===== src/rtl/wdc_pkg.sv =====
package wdc_pkg;
  localparam int BYTE_W  = 8;
  localparam int WIPER_W = 7;

  typedef enum logic [2:0] {
    ST_IDLE, ST_RX, ST_ACK, ST_TX, ST_TXACK, ST_WAIT
  } wdc_state_e;

  typedef enum logic [1:0] {
    PH_ID, PH_ADDR, PH_DATA
  } wdc_phase_e;

  function automatic logic id_hit(input logic [BYTE_W-1:0] b,
                                  input logic [WIPER_W-1:0] addr);
    return b[BYTE_W-1:1] == addr;
  endfunction

  function automatic logic byte_ok(input wdc_phase_e ph,
                                   input logic [BYTE_W-1:0] b,
                                   input logic [WIPER_W-1:0] addr);
    case (ph)
      PH_ID:   return id_hit(b, addr);
      PH_ADDR: return b == '0;
      default: return 1'b1;
    endcase
  endfunction

  function automatic logic [WIPER_W-1:0] byte_to_code(input logic [BYTE_W-1:0] b);
    return b[WIPER_W-1:0];
  endfunction

  function automatic logic [BYTE_W-1:0] code_to_byte(input logic [WIPER_W-1:0] c);
    return {{(BYTE_W-WIPER_W){1'b0}}, c};
  endfunction
endpackage


===== src/rtl/wdc_bus_sync.sv =====
module wdc_bus_sync #(
  parameter int SYNC_STAGES = 2
) (
  input  logic clk,
  input  logic rst_n,
  input  logic scl_i,
  input  logic sda_i,
  output logic scl_s,
  output logic sda_s,
  output logic scl_rise,
  output logic scl_fall,
  output logic ev_start,
  output logic ev_stop
);
  logic [SYNC_STAGES-1:0] scl_ff, sda_ff;
  logic scl_d, sda_d;

  always_ff @(posedge clk or negedge rst_n) begin
    if (!rst_n) begin
      scl_ff <= '1;
      sda_ff <= '1;
      scl_d  <= 1'b1;
      sda_d  <= 1'b1;
    end else begin
      scl_ff <= {scl_ff[SYNC_STAGES-2:0], scl_i};
      sda_ff <= {sda_ff[SYNC_STAGES-2:0], sda_i};
      scl_d  <= scl_ff[SYNC_STAGES-1];
      sda_d  <= sda_ff[SYNC_STAGES-1];
    end
  end

  assign scl_s    = scl_ff[SYNC_STAGES-1];
  assign sda_s    = sda_ff[SYNC_STAGES-1];
  assign scl_rise = scl_s & ~scl_d;
  assign scl_fall = ~scl_s & scl_d;
  assign ev_start = scl_s & scl_d & sda_d & ~sda_s;
  assign ev_stop  = scl_s & scl_d & ~sda_d & sda_s;
endmodule


===== src/rtl/wdc_pwrup.sv =====
module wdc_pwrup #(
  parameter int PWRUP_CYCLES = 64
) (
  input  logic clk,
  input  logic rst_n,
  output logic ready
);
  localparam int CNT_W = $clog2(PWRUP_CYCLES + 1);
  localparam logic [CNT_W-1:0] LIMIT = CNT_W'(PWRUP_CYCLES);

  logic [CNT_W-1:0] cnt;

  always_ff @(posedge clk or negedge rst_n) begin
    if (!rst_n)            cnt <= '0;
    else if (cnt != LIMIT) cnt <= cnt + 1'b1;
  end

  assign ready = (cnt == LIMIT);
endmodule


===== src/rtl/wdc_target_fsm.sv =====
module wdc_target_fsm
  import wdc_pkg::*;
#(
  parameter logic [WIPER_W-1:0] SLAVE_ADDR   = 7'h2E,
  parameter logic [WIPER_W-1:0] WIPER_PRESET = 7'h40
) (
  input  logic               clk,
  input  logic               rst_n,
  input  logic               ready,
  input  logic               ev_start,
  input  logic               ev_stop,
  input  logic               scl_rise,
  input  logic               scl_fall,
  input  logic               sda_s,
  output logic               sda_oe,
  output logic               wiper_we,
  output logic [WIPER_W-1:0] wiper
);
  localparam int BC_W = $clog2(BYTE_W + 1);
  localparam logic [BC_W-1:0] LAST = BC_W'(BYTE_W);

  wdc_state_e        state;
  wdc_phase_e        phase;
  logic [BC_W-1:0]   bcnt;
  logic [BYTE_W-1:0] rx_sh, tx_sh;
  logic              is_rd, mack;

  logic              byte_end;
  logic              accept;
  logic [BYTE_W-1:0] rd_byte;

  assign byte_end = (state == ST_RX) && scl_fall && (bcnt == LAST);
  assign accept   = byte_ok(phase, rx_sh, SLAVE_ADDR);
  assign wiper_we = byte_end && (phase == PH_DATA);
  assign rd_byte  = code_to_byte(wiper);

  always_ff @(posedge clk or negedge rst_n) begin
    if (!rst_n) begin
      state  <= ST_IDLE;
      phase  <= PH_ID;
      bcnt   <= '0;
      rx_sh  <= '0;
      tx_sh  <= '0;
      is_rd  <= 1'b0;
      mack   <= 1'b0;
      sda_oe <= 1'b0;
      wiper  <= WIPER_PRESET;
    end else if (ev_stop) begin
      state  <= ST_IDLE;
      sda_oe <= 1'b0;
    end else if (ev_start && ready) begin
      state  <= ST_RX;
      phase  <= PH_ID;
      bcnt   <= '0;
      sda_oe <= 1'b0;
    end else begin
      case (state)
        ST_RX: begin
          if (scl_rise && bcnt != LAST) begin
            rx_sh <= {rx_sh[BYTE_W-2:0], sda_s};
            bcnt  <= bcnt + 1'b1;
          end else if (byte_end) begin
            if (accept) begin
              state  <= ST_ACK;
              sda_oe <= 1'b1;
            end else begin
              state  <= ST_WAIT;
            end
            if (phase == PH_ID) is_rd <= rx_sh[0];
            if (wiper_we) wiper <= byte_to_code(rx_sh);
          end
        end
        ST_ACK: begin
          if (scl_fall) begin
            bcnt <= '0;
            case (phase)
              PH_ID: begin
                if (is_rd) begin
                  state  <= ST_TX;
                  tx_sh  <= rd_byte << 1;
                  sda_oe <= ~rd_byte[BYTE_W-1];
                  bcnt   <= BC_W'(1);
                end else begin
                  state  <= ST_RX;
                  phase  <= PH_ADDR;
                  sda_oe <= 1'b0;
                end
              end
              PH_ADDR: begin
                state  <= ST_RX;
                phase  <= PH_DATA;
                sda_oe <= 1'b0;
              end
              default: begin
                state  <= ST_WAIT;
                sda_oe <= 1'b0;
              end
            endcase
          end
        end
        ST_TX: begin
          if (scl_fall) begin
            if (bcnt == LAST) begin
              sda_oe <= 1'b0;
              state  <= ST_TXACK;
            end else begin
              sda_oe <= ~tx_sh[BYTE_W-1];
              tx_sh  <= tx_sh << 1;
              bcnt   <= bcnt + 1'b1;
            end
          end
        end
        ST_TXACK: begin
          if (scl_rise) begin
            mack <= ~sda_s;
          end else if (scl_fall) begin
            if (mack) begin
              state  <= ST_TX;
              tx_sh  <= rd_byte << 1;
              sda_oe <= ~rd_byte[BYTE_W-1];
              bcnt   <= BC_W'(1);
            end else begin
              state  <= ST_WAIT;
            end
          end
        end
        default: ;
      endcase
    end
  end
endmodule


===== src/rtl/wiper_i2c_ctrl.sv =====
module wiper_i2c_ctrl
  import wdc_pkg::*;
#(
  parameter logic [WIPER_W-1:0] SLAVE_ADDR   = 7'h2E,
  parameter logic [WIPER_W-1:0] WIPER_PRESET = 7'h40,
  parameter int                 PWRUP_CYCLES = 64,
  parameter int                 SYNC_STAGES  = 2
) (
  input  logic               clk,
  input  logic               rst_n,
  input  logic               scl_i,
  input  logic               sda_i,
  output logic               sda_oe_o,
  output logic [WIPER_W-1:0] wiper_o
);
  logic scl_s, sda_s, scl_rise, scl_fall, ev_start, ev_stop;
  logic pwr_ready, wiper_we;

  wdc_bus_sync #(.SYNC_STAGES(SYNC_STAGES)) u_sync (
    .clk(clk), .rst_n(rst_n), .scl_i(scl_i), .sda_i(sda_i),
    .scl_s(scl_s), .sda_s(sda_s), .scl_rise(scl_rise), .scl_fall(scl_fall),
    .ev_start(ev_start), .ev_stop(ev_stop)
  );

  wdc_pwrup #(.PWRUP_CYCLES(PWRUP_CYCLES)) u_pwr (
    .clk(clk), .rst_n(rst_n), .ready(pwr_ready)
  );

  wdc_target_fsm #(.SLAVE_ADDR(SLAVE_ADDR), .WIPER_PRESET(WIPER_PRESET)) u_fsm (
    .clk(clk), .rst_n(rst_n), .ready(pwr_ready),
    .ev_start(ev_start), .ev_stop(ev_stop),
    .scl_rise(scl_rise), .scl_fall(scl_fall), .sda_s(sda_s),
    .sda_oe(sda_oe_o), .wiper_we(wiper_we), .wiper(wiper_o)
  );
endmodule


===== config.mk =====
export PLATFORM = sky130hd
export DESIGN_NAME = wiper_i2c_ctrl
export DESIGN_NICKNAME = d
export VERILOG_FILES = /design/src/rtl/wdc_pkg.sv /design/src/rtl/wdc_bus_sync.sv /design/src/rtl/wdc_pwrup.sv /design/src/rtl/wdc_target_fsm.sv /design/src/rtl/wiper_i2c_ctrl.sv
export SDC_FILE = /design/constraint.sdc
export NUM_CORES = 1
export LEC_CHECK = 0
export ABC_CLOCK_PERIOD_IN_PS = 4890
export BUFFER_PORTS_ARGS = -buffer_cell sky130_fd_sc_hd__buf_2
export CAP_MARGIN = 20
export CORE_AREA = 2 2 76 78
export DETAILED_ROUTE_END_ITERATION = 10
export DIE_AREA = 0 0 78 80
export GPL_TIMING_DRIVEN = 0
export HOLD_SLACK_MARGIN = 0.08
export SYNTH_ARGS = -nofsm -noshare
export SYNTH_HDL_FRONTEND = slang
export SYNTH_SLANG_ARGS = --single-unit
export TNS_END_PERCENT = 10

===== constraint.sdc =====
create_clock -name clk -period 4.89 [get_ports clk]
set_clock_uncertainty 0.1 [all_clocks]
set_input_delay 0.2445 -clock clk [delete_from_list [all_inputs] [get_ports clk]]
set_output_delay 0.2445 -clock clk [all_outputs]
set_load 0.03 [all_outputs]

# --- After elaboration in Yosys (flattened, before gate mapping) ---
# Index checks and enable logic that the tools add are counted.
totals:
  reg_bits: 48
  input_bits: 4
  output_inout_bits: 8
  word_cells: 143
classes:
  add_sub_neg: 2
  eq_ne: 36
  n_mux: 54
  bitwise: 15
  reduce_logical: 22
ops:
  columns: ["cell", "count"]
  rows:
  - ["2-to-1 mux 8 bit", 8]
  - ["2-to-1 mux 4 bit", 9]
  - ["2-to-1 mux 3 bit", 11]
  - ["one-hot mux 8 bit (3 select lines)", 1]
  - ["inequality test 4 x 2 -> 1 bit (second input constant)", 5]
  - ["AND reduction 9 bit", 2]
  - ["one-hot mux 4 bit (4 select lines)", 1]
  - ["2-to-1 mux 1 bit", 14]
  - ["inequality test 2 x 1 -> 1 bit (second input constant)", 6]
  - ["inequality test 3 x 1 -> 1 bit (second input constant)", 4]
  - ["inequality test 3 bit (second input constant)", 4]
  - ["inequality test 4 bit (second input constant)", 3]
  - ["one-hot mux 3 bit (4 select lines)", 1]
  - ["AND reduction 6 bit", 2]
  - ["AND reduction 11 bit", 1]
  - ["2-to-1 mux 2 bit", 5]
  - ["zero test 8 bit", 1]
  - ["inequality test 4 x 3 -> 1 bit (second input constant)", 2]
  - ["NOT 1 bit", 8]
  - ["AND reduction 4 bit", 2]
  - ["AND reduction 8 bit", 1]
  - ["adder 7 x 1 -> 7 bit (second input constant)", 1]
  - ["AND 1 bit", 7]
  - ["== test 7 x 6 -> 1 bit (second input constant)", 1]
  - ["21 further kinds", 29]

# --- Depth between registers and ports, before layout ---
# Gate-level depths: netlist of the first run.
depth:
  depth_word: 9
  ltp_mapped: 7
  ltp_nobuf: 7

# --- Modules after synthesis ---
# A second synthesis of the first run with hierarchy kept.
unflattened:
  cells_unflattened: 216
  hier_area_um2: 2368.5
by_module_without_submodules:
  columns: ["module", "instances", "cells_per_inst", "area_per_inst_um2", "seq_area_each_um2"]
  rows:
  - ["wdc_target_fsm", 1, 178, 1846.8, 852.1]
  - ["wdc_pwrup", 1, 28, 331.6, 175.2]
  - ["wdc_bus_sync", 1, 10, 190.2, 157.7]

# --- Worst setup path before layout of the first run ---
# OpenSTA, ideal clock, no wires.
synth_timing:
  path_type: "register -> register"
  startpoint: "reg u_fsm.bcnt[0]"
  endpoint: "reg u_fsm.wiper[0]"
  setup_ns: 0.125
  t_arrival_ns: 1.745
  required_time_ns: 4.665
  slack_ns: 2.920
  path_stages_with_launch: 8
  path_buffers: 1
  synth_period_minus_slack_ns: 1.970
  cell_sequence: "dfrtp_1 inv_1 ha_1 and3b_1 nand2_1 or4_1 buf_6 mux2_4"
synth_via:
  elab_chain_len: 4
  word_cells_on_any_way: 7
  cone_classes: "2 x eq/ne; 1 x bitwise; 4 x reduce/logical"
synth_rtl:
  columns: ["item", "line_no", "rtl"]
  rows:
  - ["start: declaration", "wdc_target_fsm.sv:24", "logic [BC_W-1:0] bcnt;"]
  - ["start signal: assignment", "wdc_target_fsm.sv:61", "bcnt <= bcnt + 1'b1;"]
  - ["start signal: assignment", "wdc_target_fsm.sv:109", "bcnt <= bcnt + 1'b1;"]
  - ["== test 4 bit / inequality test 4 bit (equally long branches)", "wdc_target_fsm.sv:32, wdc_target_fsm.sv:59", null]
  - ["logical AND 1 bit (on tied branches)", "wdc_target_fsm.sv:32, wdc_target_fsm.sv:59", null]
  - ["logical AND 1 bit / NOT 1 bit (equally long branches)", null, null]
  - ["AND reduction 6 bit (no source line) (*)", null, null]
  - ["end signal: assignment", "wdc_target_fsm.sv:70", "if (wiper_we) wiper <= byte_to_code(rx_sh);"]
  - ["end: declaration", "wdc_target_fsm.sv:17", "output logic [WIPER_W-1:0] wiper"]
# Every way passes the cells marked *; elsewhere a longest branch is shown, timed or not.
# A chain may end at the register's enable or synchronous reset.

# --- Final worst setup path of the first run ---
layout_timing:
  startpoint: "reg u_fsm.state[0]"
  endpoint: "reg u_fsm.tx_sh[5]"
layout_via:
  elab_chain_len: 3
  word_cells_on_any_way: 14
  cone_classes: "11 x eq/ne; 1 x mux; 2 x reduce/logical"
layout_rtl:
  columns: ["item", "line_no", "rtl"]
  rows:
  - ["start: declaration", "wdc_target_fsm.sv:22", "wdc_state_e state;"]
  - ["start signal: assignment", "wdc_target_fsm.sv:39", "state <= ST_IDLE;"]
  - ["start signal: assignment", "wdc_target_fsm.sv:49", "state <= ST_IDLE;"]
  - ["start signal: assignment", "wdc_target_fsm.sv:52", "state <= ST_RX;"]
  - ["== test 3 bit / == test 3 x 2 -> 1 bit (equally long branches)", "wdc_target_fsm.sv:57", "case (state)"]
  - ["inequality test 2 bit (no source line) (tied with other cells)", null, null]
  - ["AND reduction 11 bit (no source line)", null, null]
  - ["end signal: assignment", "wdc_target_fsm.sv:80", "tx_sh <= rd_byte << 1;"]
  - ["end signal: assignment", "wdc_target_fsm.sv:108", "tx_sh <= tx_sh << 1;"]
  - ["end signal: assignment", "wdc_target_fsm.sv:119", "tx_sh <= rd_byte << 1;"]
  - ["end: declaration", "wdc_target_fsm.sv:25", "logic [BYTE_W-1:0] rx_sh, tx_sh;"]
# Several ways; a longest one is shown, not always the timed one.

==> impl_metrics.py, run 1 <==
metrics = {
    "synthesis": {
        "synth_area_leaders": "dfrtp_1 (42%), mux2_2 (10%), dfstp_2 (7.8%)",
        "synth_top_area_cell": "dfrtp_1",
        "async_flop_share_pct": 100,
        "ys.flop_type": "dfrtp_1",
        "synthAdderAreaFrac_pct": 2.12,
        "synth_cells": 209,
        "ys_warn_count": 0,
        "syn-cell-area_um2": 2360,
        "synth-edff-count": 0,
        "synthMuxAreaShare_pct": 14.9,
        "ys_seq_elements": 47,
        "ys_seq_area_share_pct": 50.2,
        "synth_fp_nets": 217,
        "synth-compound-area-share_pct": 11.3,
        "synthSimpleGateAreaFrac_pct": 15.8,
        "synth_top_area_share_pct": 42.4,
        "synth_top_family_by_area": "simple AND/OR/NAND/NOR gates",
        "synth_cell_types": 53,
        "synth_xor_area_share_pct": 2.23,
        "synth.avg_cell_area_um2": 11.3,
    },
    "detailed_routing": {
        "via_per_inst": 5.41,
        "antenna_left": 0,
        "wirelength_mm": 4.49,
        "drcViolationCount": 0,
        "via_count": 1645,
        "dr.pass1.iters": 4,
        "drtIter0Drc": 235,
        "wl_per_cell_um": 14.8,
    },
    "timing": {
        "setup_viol_count_final": 0,
        "maxSlewViolCount": 0,
        "tightest_slew_ps": 636,
        "setup_tns_ps": 0,
        "slew_headroom_pct": 57.0,
        "fin_crit_sh_pct": 45.5,
        "rsz0062_at_grt": "false",
        "fin_crit_ps": 2220,
        "fmax_mhz": 449,
        "hold_viol": 0,
    },
    "clock_tree": {
        "h-tree-depth": 2,
        "cts_tree": "done",
        "insertion_delay_ps": 300,
        "cts_resized": 0,
        "cts-buffers-inserted": 5,
        "hold_buffers": 3,
        "root_buffer": "clkbuf_8",
        "clock_path_buffers": 2,
        "numClockSinks": 47,
        "post_cts_buffers": 0,
        "path_clk_slew_ps": 90,
    },
    "min_path": {
        "min_path_type": "input pin to asynchronous set/reset pin",
    },
    "power_and_ir_drop": {
        "combPwrFrac_pct": 2.5,
        "clkPwrFrac_pct": 42.2,
        "switching_power_uw": 147,
        "p_int_uw": 568,
        "power.density_nw_per_um2": 267,
        "peakVddDrop_mv": 0.209,
        "power_switching_share_pct": 20.6,
        "p_seq_share_pct": 55.3,
        "p_leak_uw": 0.00121,
    },
    "global_route": {
        "grt_pass1_vias": 1608,
        "grt_pass1_wl_mm": 7.80,
        "globalRouteTotalUtil_pct": 15.8,
        "antenna_found_initial": 0,
        "grt-ovfl-total": 0,
        "grt_max_degree": 48,
    },
    "setup_path": {
        "r2r_end": "u_fsm.tx_sh[5]",
        "cp-start-kind": "register",
        "worstPathRequired_ps": 4980,
        "crit_arrival_ps": 2310,
        "worst-setup-path-type": "register to register",
        "cp-end-kind": "register",
        "reg2reg_slack_ps": 2670,
        "rr_worst_depth": 5,
        "critPathMaxFanout": 7,
        "reg2reg_from": "u_fsm.state[0]",
    },
    "floorplan": {
        "die_h_um": 80,
        "ios": 12,
        "rows": 27,
        "core_region_area_um2": 5410,
        "die_w_um": 78,
        "initial_core_util_pct": 43.6,
        "die_area_um2": 6240,
    },
    "placement": {
        "place.gp.congestion": 0.890,
        "dp_hpwl_mm": 3.12,
        "io_buffers": 11,
    },
    "final_layout": {
        "layout-drive-gt1-share_pct": 27.6,
        "area_delta_synth_final_pct": 13.4,
        "postLayoutCoreUtil_pct": 49.5,
        "nNetsFinal": 239,
        "diodes": 0,
    },
    "outcome": {
        "status": "finished, final reports clean",
    },
    "run": {
        "max_cap_violations": 0,
    },
}
==> per-layer routing <==
layer	GRT usage [%]	vias up	wire length, um
li1	-	802	-
met1	23.0	795	2310
met2	23.4	44	1920
met3	3.73	4	219
met4	4.74	0	40
met5	0	-	0
==> logic make-up after synthesis <==
logic type,count (synthesis)
xor+xnor,6
flops,47
simple gates,65
buf+inv,18
compound gates,40
mux,29
fa+ha+maj,4
==> final cells by class <==
cell class / instances / area (um2)
Clock buffer: 6 / 82.6
Inverter: 10 / 37.5
Tap cell: 72 / 90.1
Clock inverter: 2 / 38.8
Timing Repair Buffer: 15 / 105
Buffer: 8 / 42.5
Multi-Input combinational cell: 144 / 1090
Fill cell: 498 / 2730
Sequential cell: 47 / 1180
==> per-stage QoR <==
stage | setup WS, ps | instance area (um2) | std cells | power (uW) | hold WS (ps)
finish | 2670 | 2680 | 304 | 715 | 229
global route | 2500 | 2680 | 304 | 748 | 245
CTS | 2720 | 2660 | 303 | 723 | 260
detailed placement | 2740 | 2500 | 292 | 418 | 247
global placement | 2740 | 2500 | 292 | 418 | 246
floorplan | 2920 | 2360 | 209 | 407 | -151
==> cells in the mapped netlist, types with 2 or more instances <==
cell type and n:
o21ai_0 9, and3_1 2, nor2b_1 8, ha_1 4
a31oi_1 2, mux2_2 21, mux2_4 7, a21oi_1 9
inv_1 10, o31ai_1 2, nor2_1 8, or3_1 3
o22ai_1 3, nand4_1 2, and3b_1 2, xnor2_1 6
nand3_1 7, clkbuf_1 2, dfrtp_1 40, buf_2 4
nor4_1 4, nor3_1 2, nand2_1 13, nor4b_1 2
nand2b_1 3, dfstp_2 7
==> flip-flops by register name (all words and copies together), names as in the netlist <==
name           flops
u_fsm.bcnt         4
u_fsm.is_rd        1
u_sync.scl_d       1
u_pwr.cnt          7
u_sync.sda_ff      2
u_fsm.phase        2
u_fsm.tx_sh        7
u_fsm.state        3
u_fsm.wiper        7
u_fsm.sda_oe       1
u_sync.scl_ff      2
u_fsm.mack         1
u_sync.sda_d       1
u_fsm.rx_sh        8
==> worst max-delay path, stage by stage (launching register included) <==
cell	delay, ps
dfrtp_1	430
nor4b_1	610
a21oi_1	90
o21a_1	210
nor2_2	300
mux2_2	380
==> worst max-delay path by stage <==
stage	from	to	slack (ps)	depth (start not counted)
6_report	u_fsm.state[0]	u_fsm.tx_sh[5]	2670	5
3_3_place_gp	u_fsm.state[0]	u_fsm.tx_sh[5]	2740	5
5_1_grt	u_fsm.phase[0]	u_fsm.tx_sh[6]	2500	5
2_1_floorplan	u_fsm.bcnt[0]	u_fsm.wiper[0]	2920	7
3_5_place_dp	u_fsm.state[0]	u_fsm.tx_sh[5]	2740	5
4_1_cts	u_fsm.phase[0]	u_fsm.tx_sh[5]	2720	5
==> power groups by stage <==
stage	Combinational (uW)	Sequential, uW	Clock, uW
finish	18.0	395	302
global route	21.1	396	331
CTS	16.6	396	311
detailed placement	14.8	403	0
global placement	14.9	403	0
floorplan	4.92	402	0
==> layout by cell type (no fill, tap or decap), drive strengths merged, types with 2 or more instances in the layout <==
master / count
dfrtp: 40
o31ai: 2
and3b: 2
clkbuf: 8
and3: 2
o22ai: 4
buf: 18
a31oi: 2
a21oi: 9
or3: 3
xnor2: 6
ha: 4
dlygate4sd3: 3
nor3: 2
nand3: 7
o21ai: 9
nor2: 9
inv: 11
nand4: 2
mux2: 28
dfstp: 7
nand2: 13
nand2b: 3
nor4: 4
nor4b: 2
nor2b: 8
(Power assumes the default switching activity.)
==> inputs of run 2 (changes only) <==
--- a/config.mk
+++ b/config.mk
@@ -5,12 +5,13 @@
 export SDC_FILE = /design/constraint.sdc
 export NUM_CORES = 1
 export LEC_CHECK = 0
-export ABC_CLOCK_PERIOD_IN_PS = 4890
+export ABC_AREA = 1
+export ABC_CLOCK_PERIOD_IN_PS = 2000
 export BUFFER_PORTS_ARGS = -buffer_cell sky130_fd_sc_hd__buf_2
 export CAP_MARGIN = 20
-export CORE_AREA = 2 2 76 78
+export CORE_AREA = 2 2 77 79
 export DETAILED_ROUTE_END_ITERATION = 10
-export DIE_AREA = 0 0 78 80
+export DIE_AREA = 0 0 79 81
 export GPL_TIMING_DRIVEN = 0
 export HOLD_SLACK_MARGIN = 0.08
 export SYNTH_ARGS = -nofsm -noshare
==> constraint.sdc (replaced) <==
create_clock -name clk -period 2 [get_ports clk]
set_clock_uncertainty 0.1 [all_clocks]
set_input_delay 0.1 -clock clk [delete_from_list [all_inputs] [get_ports clk]]
set_output_delay 0.1 -clock clk [all_outputs]
set_load 0.03 [all_outputs]
==> impl_metrics.py, run 2 <==
metrics = {
    "outcome": {
        "status": "finished, final reports clean",
    },
    "synthesis": {
        "synth-edff-count": 0,
        "ys.flop_type": "dfrtp_1",
        "async_flop_share_pct": 100,
        "syn-cell-area_um2": 2460,
        "synth_area_leaders": "dfrtp_1 (41%), nand2_1 (11%), dfstp_2 (7.5%)",
        "synth_top_area_cell": "dfrtp_1",
        "ys_seq_elements": 47,
        "ys_seq_area_share_pct": 48.1,
        "yosysMostFrequentCell": "nand2_1",
        "synth_fp_nets": 311,
        "synth_top_area_share_pct": 40.7,
        "ys_warn_count": 0,
        "synth.avg_cell_area_um2": 8.13,
        "synth_cell_types": 32,
        "synth_commonest_cells": "nand2_1 (75), dfrtp_1 (40), nor2_1 (37)",
        "synth_cells": 303,
    },
    "setup_path": {
        "cp-end-kind": "register",
        "reg2reg_slack_ps": 160,
        "critPathTopFamily": "simple AND/OR/NAND/NOR gates",
        "cpMostUsedCell": "nand2_1",
        "critPathMaxFanout": 10,
        "cp-start-kind": "register",
        "critPathMaxStageDelay_ps": 380,
        "worstPathRequired_ps": 2080,
        "r2r_end": "u_fsm.rx_sh[5]",
        "crit_arrival_ps": 1920,
        "crit_buf_inv": 2,
        "reg2reg_from": "u_fsm.bcnt[0]",
        "path_cells": "inv_1, ha_1, nand2_1, nor2_4, nor3_1, nand2_2, buf_2, nand2_1, o21ai_0",
        "worst-setup-path-type": "register to register",
        "cpMaxStageDelayCell": "dfrtp_1",
        "rr_worst_depth": 9,
    },
    "detailed_routing": {
        "dr.pass1.iters": 4,
        "wl_per_cell_um": 12.2,
        "antenna_left": 0,
        "via_per_inst": 4.89,
        "via_count": 1959,
        "drtIter0Drc": 124,
        "drcViolationCount": 0,
        "wirelength_mm": 4.89,
    },
    "final_layout": {
        "layout-drive-gt1-share_pct": 20.9,
        "top_register": "u_fsm.rx_sh",
        "final_common_cell": "nand2_1",
        "area_delta_synth_final_pct": 13.3,
        "layout.cells.non_filler": 401,
        "postLayoutCoreUtil_pct": 49.2,
        "largest_reg_flops": 8,
        "final_cell_mix": "nand2_1 (74), dfrtp_1 (40), nor2_1 (35)",
        "diodes": 0,
        "nNetsFinal": 333,
    },
    "placement": {
        "place.gp.congestion": 0.878,
        "numPlacedInstances": 389,
        "dp_hpwl_mm": 3.61,
        "pre_cts_ws_ps": 29.5,
        "io_buffers": 11,
    },
    "floorplan": {
        "rows": 28,
        "die_area_um2": 6400,
        "die_h_um": 81,
        "die_w_um": 79,
        "ios": 12,
        "initial_core_util_pct": 43.4,
        "core_region_area_um2": 5680,
    },
    "clock_tree": {
        "cts_tree": "done",
        "post_cts_buffers": 0,
        "cts-buffers-inserted": 5,
        "insertion_delay_ps": 300,
        "h-tree-depth": 2,
        "root_buffer": "clkbuf_8",
        "clock_path_buffers": 2,
        "numClockSinks": 47,
        "path_clk_slew_ps": 90,
    },
    "min_path": {
        "min_path_type": "input pin to asynchronous set/reset pin",
    },
    "timing": {
        "slew_headroom_pct": 77.6,
        "fin_crit_sh_pct": 92.0,
        "hold_viol": 0,
        "setup_viol_count_final": 0,
        "rsz0062_at_grt": "true",
        "tightest_slew_ps": 334,
        "fmax_mhz": 543,
        "layout_setup_ws_ps": 159,
        "maxSlewViolCount": 0,
        "fin_crit_ps": 1840,
    },
    "global_route": {
        "grt_pass1_vias": 1911,
        "grt-ovfl-total": 0,
        "grt_pass1_wl_mm": 8.85,
        "antenna_found_initial": 0,
        "globalRouteTotalUtil_pct": 17.4,
        "grt_max_degree": 48,
    },
    "power_and_ir_drop": {
        "p_leak_uw": 0.00140,
        "power.density_nw_per_um2": 1190,
        "peakVddDrop_mv": 0.440,
    },
    "run": {
        "max_cap_violations": 0,
    },
}
==> run 2: cell type report <==
type                            count  area [um2]
Multi-Input combinational cell    214        1140
Sequential cell                    47        1180
Buffer                              4        28.8
Timing Repair Buffer               15         105
Clock inverter                      2        16.3
Fill cell                         571        2890
Clock buffer                        6        82.6
Tap cell                           75        93.8
Inverter                           38         143
==> run 2: what timing repair did <==
action                                  CTS  global route
hold buffers                              3             0
hold endpoints to repair                 42             0
resized for setup                         0             7
endpoints found under the setup margin    0            30
==> run 2: cells by family (layout without fill, tap and decap cells) <==
family / after synthesis / count (layout) / synth area share [%]
AOI/OAI and AO/OA: 41 / 41 / 10.0
xor gates and xnor gates: 7 / 7 / 2.49
adders and majority gates: 4 / 4 / 2.03
buffers and inverters: 42 / 65 / 6.96
DFF: 47 / 47 / 48.1
muxes: 2 / 2 / 0.864
and+or+nand+nor: 160 / 160 / 29.5
==> run 2: report_power, final <==
| part | switching [uW] | total (uW) | leakage, uW | internal, uW |
|---|---|---|---|---|
| sequential | 188 | 1350 | 0.000591 | 1160 |
| clock | 328 | 610 | 0.0000474 | 282 |
| combinational | 881 | 1360 | 0.000758 | 478 |
==> run 2: per-stage QoR <==
stage	hold slack, ps	setup TNS [ps]	total power, uW	cell area (um2)
after global placement	104	0	2690	2610
final	62.4	0	3320	2790
after global routing	82.5	-130	3650	2790
after detailed placement	108	0	2720	2610
after CTS	262	0	3340	2740
after floorplan	-296	0	2410	2460
==> run 2: worst max-delay path by stage <==
stage / from / end / cells past startpoint
after floorplan: u_fsm.bcnt[0] / u_fsm.wiper[4] / 10
after global placement: u_fsm.bcnt[0] / u_fsm.rx_sh[1] / 8
after detailed placement: u_fsm.bcnt[0] / u_fsm.rx_sh[5] / 8
after CTS: u_fsm.bcnt[0] / u_fsm.rx_sh[5] / 8
after global routing: u_pwr.cnt[0] / u_fsm.state[0] / 12
final: u_fsm.bcnt[0] / u_fsm.rx_sh[5] / 9
==> run 2: routing by layer <==
layer  vias to the layer above  share of wire (%)  routed length (um)  track usage [%]
met4                         0               0.78                  38             5.34
li1                       1008                  -                   -                -
met1                       926                 50                2460             24.0
met2                        21                 47                2280             28.1
met3                         4                2.3                 112             3.11
met5                         -                  0                   0                0
